### src/rtl/gpx_pkg.sv
package gpx_pkg;

  typedef enum logic [1:0] {
    SEL_IN  = 2'd0,
    SEL_OUT = 2'd1,
    SEL_POL = 2'd2,
    SEL_CFG = 2'd3
  } gpx_sel_e;

endpackage

### src/rtl/gpx_sync.sv
module gpx_sync #(
  parameter int W      = 4,
  parameter int STAGES = 2
) (
  input  logic         clk,
  input  logic         rst_n,
  input  logic [W-1:0] d,
  output logic [W-1:0] q
);

  logic [STAGES-1:0][W-1:0] stage_q;

  always_ff @(posedge clk or negedge rst_n) begin
    if (!rst_n) begin
      stage_q <= '0;
    end else begin
      stage_q[0] <= d;
      for (int s = 1; s < STAGES; s++) begin
        stage_q[s] <= stage_q[s-1];
      end
    end
  end

  assign q = stage_q[STAGES-1];

endmodule

### src/rtl/gpx_regs.sv
module gpx_regs
  import gpx_pkg::*;
#(
  parameter int N_PINS = 4,
  parameter int REG_W  = 8
) (
  input  logic              clk,
  input  logic              rst_n,
  input  logic              wr,
  input  logic [1:0]        sel,
  input  logic [REG_W-1:0]  wdata,
  input  logic [N_PINS-1:0] pin_s,
  output logic [N_PINS-1:0] out_q,
  output logic [N_PINS-1:0] pol_q,
  output logic [N_PINS-1:0] cfg_q,
  output logic [REG_W-1:0]  rdata
);

  localparam int PAD_W = REG_W - N_PINS;

  // Widen a pin-wide value to a register word with a fixed fill above it.
  function automatic logic [REG_W-1:0] widen(input logic [N_PINS-1:0] v,
                                             input logic fill);
    logic [REG_W-1:0] r;
    r = fill ? '1 : '0;
    r[N_PINS-1:0] = v;
    return r;
  endfunction

  // Input-port view: synchronized level with per-bit polarity applied.
  function automatic logic [N_PINS-1:0] apply_pol(input logic [N_PINS-1:0] lvl,
                                                  input logic [N_PINS-1:0] inv);
    return lvl ^ inv;
  endfunction

  wire wr_out = wr && (sel == SEL_OUT);
  wire wr_pol = wr && (sel == SEL_POL);
  wire wr_cfg = wr && (sel == SEL_CFG);
  wire wr_in  = wr && (sel == SEL_IN);

  logic unused_wdata_hi;
  assign unused_wdata_hi = ^wdata[REG_W-1:N_PINS];

  always_ff @(posedge clk or negedge rst_n) begin
    if (!rst_n) begin
      out_q <= '1;
      pol_q <= '0;
      cfg_q <= '1;
    end else begin
      if (wr_out) out_q <= wdata[N_PINS-1:0];
      if (wr_pol) pol_q <= wdata[N_PINS-1:0];
      if (wr_cfg) cfg_q <= wdata[N_PINS-1:0];
    end
  end

  always_comb begin
    unique case (sel)
      SEL_IN:  rdata = widen(apply_pol(pin_s, pol_q), 1'b1);
      SEL_OUT: rdata = widen(out_q, 1'b1);
      SEL_POL: rdata = widen(pol_q, 1'b0);
      default: rdata = widen(cfg_q, 1'b1);
    endcase
  end

  // a write aimed at the input register leaves all writable state alone
  assert_input_write_ignored_R3: assert property (@(posedge clk) disable iff (!rst_n)
    wr_in |=> ($stable(out_q) && $stable(pol_q) && $stable(cfg_q)));

  // the output register only moves on its own write
  assert_out_holds_without_write_R4: assert property (@(posedge clk) disable iff (!rst_n)
    !wr_out |=> $stable(out_q));

  // the direction register only moves on its own write
  assert_cfg_holds_without_write_R6: assert property (@(posedge clk) disable iff (!rst_n)
    !wr_cfg |=> $stable(cfg_q));

endmodule

### src/rtl/gpx_irq.sv
module gpx_irq #(
  parameter int N_PINS      = 4,
  parameter int SYNC_STAGES = 2
) (
  input  logic              clk,
  input  logic              rst_n,
  input  logic [N_PINS-1:0] pin_s,
  input  logic [N_PINS-1:0] cfg,
  input  logic              snap_load,
  output logic              armed,
  output logic [N_PINS-1:0] pend,
  output logic              irq
);

  localparam int ARM_LIMIT = SYNC_STAGES + 1;
  localparam int CNT_W     = $clog2(ARM_LIMIT + 1);

  // Pins that count toward the interrupt: inputs whose level left the snapshot.
  function automatic logic [N_PINS-1:0] change_mask(input logic [N_PINS-1:0] lvl,
                                                    input logic [N_PINS-1:0] ref_lvl,
                                                    input logic [N_PINS-1:0] is_in);
    return (lvl ^ ref_lvl) & is_in;
  endfunction

  logic [CNT_W-1:0]  arm_cnt;
  logic [N_PINS-1:0] snap_q;

  assign armed = (arm_cnt == CNT_W'(ARM_LIMIT));

  always_ff @(posedge clk or negedge rst_n) begin
    if (!rst_n) begin
      arm_cnt <= '0;
      snap_q  <= '0;
    end else begin
      if (!armed) arm_cnt <= arm_cnt + 1'b1;
      if (!armed || snap_load) snap_q <= pin_s;
    end
  end

  assign pend = change_mask(pin_s, snap_q, cfg);
  assign irq  = armed && (|pend);

  // a snapshot load with quiet pins leaves nothing pending next cycle
  assert_read_clears_irq_R9: assert property (@(posedge clk) disable iff (!rst_n)
    snap_load |=> (!$stable(pin_s) || !irq));

  // a new interrupt needs a moving input pin or a direction change
  assert_irq_needs_input_event_R10: assert property (@(posedge clk) disable iff (!rst_n)
    !irq |=> (!irq || !$stable(cfg) || !$stable(pin_s & cfg)));

  // arming with settled pins starts with nothing pending
  assert_arm_quiet_R12: assert property (@(posedge clk) disable iff (!rst_n)
    ($rose(armed) && $stable(pin_s)) |-> !irq);

endmodule

### src/rtl/gpx_port_core.sv
module gpx_port_core
  import gpx_pkg::*;
#(
  parameter int N_PINS      = 4,
  parameter int REG_W       = 8,
  parameter int SYNC_STAGES = 2
) (
  input  logic              clk,
  input  logic              rst_n,
  input  logic [1:0]        reg_sel,
  input  logic              reg_wr,
  input  logic              reg_rd,
  input  logic [REG_W-1:0]  reg_wdata,
  output logic [REG_W-1:0]  reg_rdata,
  input  logic [N_PINS-1:0] pin_in,
  output logic [N_PINS-1:0] pin_out,
  output logic [N_PINS-1:0] pin_oe,
  output logic              irq_drive_low
);

  logic [N_PINS-1:0] pin_s;
  logic [N_PINS-1:0] out_q;
  logic [N_PINS-1:0] pol_q;
  logic [N_PINS-1:0] cfg_q;
  logic [N_PINS-1:0] irq_pend;
  logic              irq_armed;

  // Named event: a read transfer of the input register.
  wire rd_input_evt = reg_rd && (reg_sel == SEL_IN);

  gpx_sync #(.W(N_PINS), .STAGES(SYNC_STAGES)) u_sync (
    .clk   (clk),
    .rst_n (rst_n),
    .d     (pin_in),
    .q     (pin_s)
  );

  gpx_regs #(.N_PINS(N_PINS), .REG_W(REG_W)) u_regs (
    .clk   (clk),
    .rst_n (rst_n),
    .wr    (reg_wr),
    .sel   (reg_sel),
    .wdata (reg_wdata),
    .pin_s (pin_s),
    .out_q (out_q),
    .pol_q (pol_q),
    .cfg_q (cfg_q),
    .rdata (reg_rdata)
  );

  gpx_irq #(.N_PINS(N_PINS), .SYNC_STAGES(SYNC_STAGES)) u_irq (
    .clk       (clk),
    .rst_n     (rst_n),
    .pin_s     (pin_s),
    .cfg       (cfg_q),
    .snap_load (rd_input_evt),
    .armed     (irq_armed),
    .pend      (irq_pend),
    .irq       (irq_drive_low)
  );

  assign pin_out = out_q;
  assign pin_oe  = ~cfg_q;

  // with every pin driven as an output nothing can interrupt
  assert_all_out_no_irq_R10: assert property (@(posedge clk) disable iff (!rst_n)
    (pin_oe == '1) |-> !irq_drive_low);

  // an interrupt always has a pending input pin behind it
  assert_irq_has_cause_R7: assert property (@(posedge clk) disable iff (!rst_n)
    irq_drive_low |-> (irq_pend != '0));

endmodule

### config.mk
export PLATFORM = sky130hd
export DESIGN_NAME = gpx_port_core
export DESIGN_NICKNAME = d
export VERILOG_FILES = /design/src/rtl/gpx_pkg.sv /design/src/rtl/gpx_sync.sv /design/src/rtl/gpx_regs.sv /design/src/rtl/gpx_irq.sv /design/src/rtl/gpx_port_core.sv
export SDC_FILE = /design/constraint.sdc
export NUM_CORES = 1
export LEC_CHECK = 0
export ABC_CLOCK_PERIOD_IN_PS = 1300
export BUFFER_PORTS_ARGS = -buffer_cell sky130_fd_sc_hd__buf_2
export CAP_MARGIN = 20
export CORE_MARGIN = 1
export CORE_UTILIZATION = 46
export DETAILED_ROUTE_END_ITERATION = 8
export PLACE_DENSITY_LB_ADDON = 0.15
export SLEW_MARGIN = 20
export SYNTH_ARGS = -nofsm -noshare
export SYNTH_HDL_FRONTEND = slang
export SYNTH_HIERARCHICAL = 1
export SYNTH_SLANG_ARGS = --single-unit
### constraint.sdc
create_clock -name clk -period 1.3 [get_ports clk]
set_input_delay 0 -clock clk [delete_from_list [all_inputs] [get_ports clk]]
set_output_delay 0 -clock clk [all_outputs]
set_load 0.05 [all_outputs]
---- After elaboration in Yosys (flattened, before gate mapping) ----
Index checks and enable logic that the tools add are counted.
storage, ports and cells
  bits in registers ....................... 26
  input port bits ......................... 18
  output and inout bits ................... 17
  logic and storage cells ................. 26
cells by class
  add/sub/neg operators ................... 1
  eq/ne operators ......................... 4
  mux-type cells .......................... 1
  bitwise operators ....................... 4
  reduce and logical (&&, ||, !) cells .... 9
operator list
  kind                 count
  $pmux 8 s3           1
  $xor 4x4->4          2
  $eq 2x2->1 const B   3
  $logic_and 1x1->1    5
  $and 4x4->4          1
  $not 4->4            1
  $reduce_or 4->1      1
  $add 2x1->2 const B  1
  $eq 2x1->1 const B   1
  $logic_not 2->1      1
  $logic_not 1->1      1
  $logic_or 1x1->1     1

---- Depth between registers and ports, before layout ----
  depth after elaboration ................. 4
  mapped depth ............................ 5
  mapped depth without buffers ............ 3

---- By module ----
The synthesis kept the hierarchy.
by module, submodules not included
  module         instances  cells each  area each (µm²)  seq. area each (µm²)
  gpx_regs       1          58          739.5            310.3
  gpx_irq        1          23          310.3            150.1
  gpx_sync       1          12          230.2            200.2
  gpx_port_core  1          5           27.5             0.0

---- Worst setup path before layout ----
OpenSTA, ideal clock, no wires.
  kind .................................... register -> output
  from .................................... register u_regs.out_q[0]
  to ...................................... output reg_rdata[0]
  arrival time ............................ 1532 ps
  setup slack ............................. -232 ps
  stages on the path, launching flop included .. 3
  path buffers ............................ 0
  path through ............................ dfstp_2 -> a22oi_1 -> o21ai_1
between the ends
  longest elaborated chain between the ends .. 1
RTL lines
  what                    RTL line             source
  start, declared         gpx_regs.sv:13       output logic [N_PINS-1:0] out_q,
  start signal, assigned  gpx_regs.sv:50       if (wr_out) out_q <= wdata[N_PINS-1:0];
  $pmux 8 s3              gpx_regs.sv:57       unique case (sel)
  end, declared           gpx_port_core.sv:14  output logic [REG_W-1:0] reg_rdata,
No other way between the ends.

---- Worst setup path in the final report ----
  from .................................... register u_sync.stage_q (netlist bit u_sync/q[0])
  to ...................................... output irq_drive_low
between the ends
  longest elaborated chain between the ends .. 4
RTL lines
  what                             RTL line             source
  start, declared                  gpx_sync.sv:11       logic [STAGES-1:0][W-1:0] stage_q;
  start signal, assigned by index  gpx_sync.sv:19       stage_q[s] <= stage_q[s-1];
  $xor 4x4->4                      gpx_irq.sv:22        return (lvl ^ ref_lvl) & is_in;
  $and 4x4->4                      gpx_irq.sv:22
  named net irq_pend[0]            gpx_port_core.sv:25  logic [N_PINS-1:0] irq_pend;
  $reduce_or 4->1                  gpx_irq.sv:41        assign irq = armed && (|pend);
  $logic_and 1x1->1                gpx_irq.sv:41
  end, declared                    gpx_port_core.sv:18  output logic irq_drive_low
The timed path passes the listed nets, and every way through them passes these cells.

==> flow_metrics.py <==
metrics = {
    "detailed_routing": {
        "ant_nets": 0,
        "drt_iter0_drc": 9,
        "vias_per_cell": 5.06,
        "wl_mm": 2.65,
        "wire_per_inst_um": 15.2,
        "dr.pass1.iters": 4,
        "drcViolationCount": 0,
        "vias": 881,
    },
    "power_and_ir_drop": {
        "power_density_mw_per_mm2": 1430,
        "power.leakage_nw": 0.837,
        "ir_worst_vdd_mv": 0.994,
        "finalPower_mw": 2.63,
    },
    "setup_path": {
        "crit_required_ps": 1300,
        "cpPeakStageDelay_ps": 480,
        "slowest_stage": "o41a_4",
        "crit_buf_inv": 1,
        "crit_type": "reg2out",
        "cpLargestDelayFamily": "compound AO/OA/AOI/OAI gates",
        "crit_chain": "xor2_1, and2_4, o41a_4, buf_8",
        "end_kind": "output port",
        "arrival_ps": 1680,
        "crit_path_start_kind": "flop",
        "path_max_fanout": 2,
    },
    "floorplan": {
        "initial_core_util_pct": 50.5,
        "die_x_um": 55.3,
        "fp.dieArea_sq_mm": 0.00306,
        "core-area_sq_mm": 0.00259,
        "std_cell_rows": 18,
        "die_h_um": 55.3,
        "io_pins": 35,
    },
    "logic_synthesis": {
        "synth_seq_cells": 26,
        "syn_inst": 98,
        "ys_seq_area_share_pct": 50.5,
        "ys_warn_count": 6,
        "synthesis.area_sq_mm": 0.00131,
        "avgSynthCellArea_sq_um": 13.3,
        "syn_nets": 117,
        "synth_cell_types": 24,
    },
    "run_status": {
        "violations": "negative setup slack",
        "status": "complete, but fails checks",
    },
    "timing": {
        "skew_ps": 3.45,
        "slew_violations": 0,
        "max_freq_mhz": 596,
        "fin_crit_sh_pct": 129,
        "hold_viol": 0,
        "timing.final.ws_setup_ps": -379,
        "rsz0062_at_grt": "yes",
        "worst_pin_slew_ps": 565,
        "slew_headroom_pct": 62.4,
        "period_minus_slack_ps": 1680,
        "finalSetupViolCount": 5,
    },
    "global_routing": {
        "gr-usage-met3_pct": 3.04,
        "grt.total_usage_pct": 19.5,
        "gr-max-usage-layer": "met2",
        "grt_pass1_vias": 963,
        "grt_max_degree": 27,
        "grt_antenna_before_repair": 0,
        "grt_util_met1_pct": 26.6,
        "grt_pass1_wl_mm": 4.60,
        "grt_overflow": 0,
        "use_met2_pct": 30.8,
    },
    "placed_design": {
        "place_congestion": 0.776,
        "dp.cells": 156,
        "port_buffers": 30,
        "dpl.hpwl_mm": 1.79,
    },
    "cells_and_area": {
        "antennaDiodeCount": 0,
        "layout_commonest_cell": "buf_2",
        "drive_gt1_share_pct": 62.5,
        "final_cell_mix": "buf_2 (25), dfrtp_1 (18), mux2_1 (10)",
        "instances_no_fill": 174,
        "final_net_count": 164,
        "syn2layout_area_growth_pct": 40.3,
        "fin_util_pct": 70.8,
    },
    "cts": {
        "clock_sinks": 26,
        "clk_path_buf_depth": 2,
        "clk-insertion-delay-late_ps": 330,
        "tritoncts": "yes",
        "clockRootBuffer": "clkbuf_4",
        "clk_transition_reported_paths_ps": 140,
        "htree_levels": 1,
        "cts_buffers": 3,
    },
    "worst_hold_path": {
        "hold_path.class": "in2reg",
    },
    "run": {
        "cap_violations": 0,
    },
}
==> cell usage after synthesis <==
cell      number  area, sq um
nand3_4        1         17.5
mux2_2         3         33.8
nor3b_1        4         30.0
a22oi_1        4         30.0
xnor2_1        1         8.76
nand2b_1       2         12.5
and2_1         2         12.5
buf_6          1         11.3
xor2_1         4         35.0
nor3b_2        1         12.5
nor2_1         4         15.0
dfstp_2        8          210
mux2_1        10          113
o41a_1         1         11.3
and2_4         2         17.5
nand3b_2       1         11.3
o21ai_1        4         20.0
dfrtp_1       18          450
inv_1          4         15.0
mux2_4         8          120
a21oi_1        4         20.0
buf_4          9         67.6
ha_1           1         12.5
nand3b_4       1         20.0
==> power by group <==
| part | leakage, nW | internal [mW] | switching, mW | total (mW) |
|---|---|---|---|---|
| Clock | 0.0279 | 0.312 | 0.241 | 0.554 |
| Combinational | 0.521 | 0.451 | 0.585 | 1.04 |
| Sequential | 0.289 | 0.952 | 0.0877 | 1.04 |
| Total | 0.837 | 1.72 | 0.914 | 2.63 |
==> cells by family after synthesis <==
| logic type | after synthesis | synth area share [%] |
|---|---|---|
| buf+inv | 14 | 7.18 |
| flops | 26 | 50.5 |
| compound gates | 13 | 6.22 |
| fa+ha+maj | 1 | 0.957 |
| mux | 21 | 20.4 |
| simple gates | 18 | 11.4 |
| xor+xnor | 5 | 3.35 |
==> final cells by class <==
type                    count  area [sq um]
multi-input cells          58           672
fillers                   170           756
repair buffers             52           397
clock inverters             1          30.0
well taps                  30          37.5
flip-flops and latches     26           661
inverters                   4          15.0
clock buffers               3          22.5
==> flip-flops by register name, indices dropped and copies added (netlist names) <==
signal          flops
u_regs/out_q        4
u_irq/snap_q        4
u_sync/q            4
u_sync/stage_q      4
u_regs/cfg_q        4
u_regs/pol_q        4
u_irq/arm_cnt       2
==> per-stage QoR <==
stage | TNS [ps] | instance area (sq um) | hold WS, ps | setup WS [ps]
after floorplan | 0 | 1340 | -296 | 4.94
after global placement | -36.5 | 1510 | 17.0 | -36.5
after detailed placement | -51.3 | 1510 | 30.4 | -51.3
after CTS | -716 | 1760 | 94.3 | -385
after global routing | -1080 | 1830 | 102 | -447
final | -702 | 1830 | 92.9 | -379
==> what timing repair did <==
item,CTS,global route
pin swaps,4,7
resized for setup,18,15
hold endpoints to repair,34,0
setup buffers,5,0
endpoints found under the setup margin,5,9
gates cloned,0,0
hold buffers,9,0
==> worst register-to-register path: cells and delay by family, from the launching register on <==
| family | cells | cell delay, ps |
|---|---|---|
| simple gates | 1 | 110 |
| fa+ha+maj | 1 | 240 |
| mux | 1 | 340 |
| flops | 1 | 410 |
==> per-layer routing <==
layer / up-vias / part of all wire, %
li1: 427 / -
met5: - / 0
met3: 7 / 2.7
met4: 0 / 2.6
met1: 425 / 43
met2: 22 / 51
==> path summary, 6_finish.rpt <==
kind / from / slack [ps] / endpoint / cells past startpoint
worst max-delay path: u_sync/q[0] / -380 / irq_drive_low / 4
worst min-delay path: reg_wr / 90 / u_regs/out_q[1] / 3
worst max register to register: u_irq/arm_cnt[0] / 110 / u_irq/snap_q[2] / 3
worst min register to register: u_sync/stage_q[2] / 360 / u_sync/q[2] / 0
max in group asynchronous: rst_n / 750 / u_regs/cfg_q[1] / 2
min in group asynchronous: rst_n / 170 / u_sync/q[0] / 2
Power figures use the tool's default switching activity.
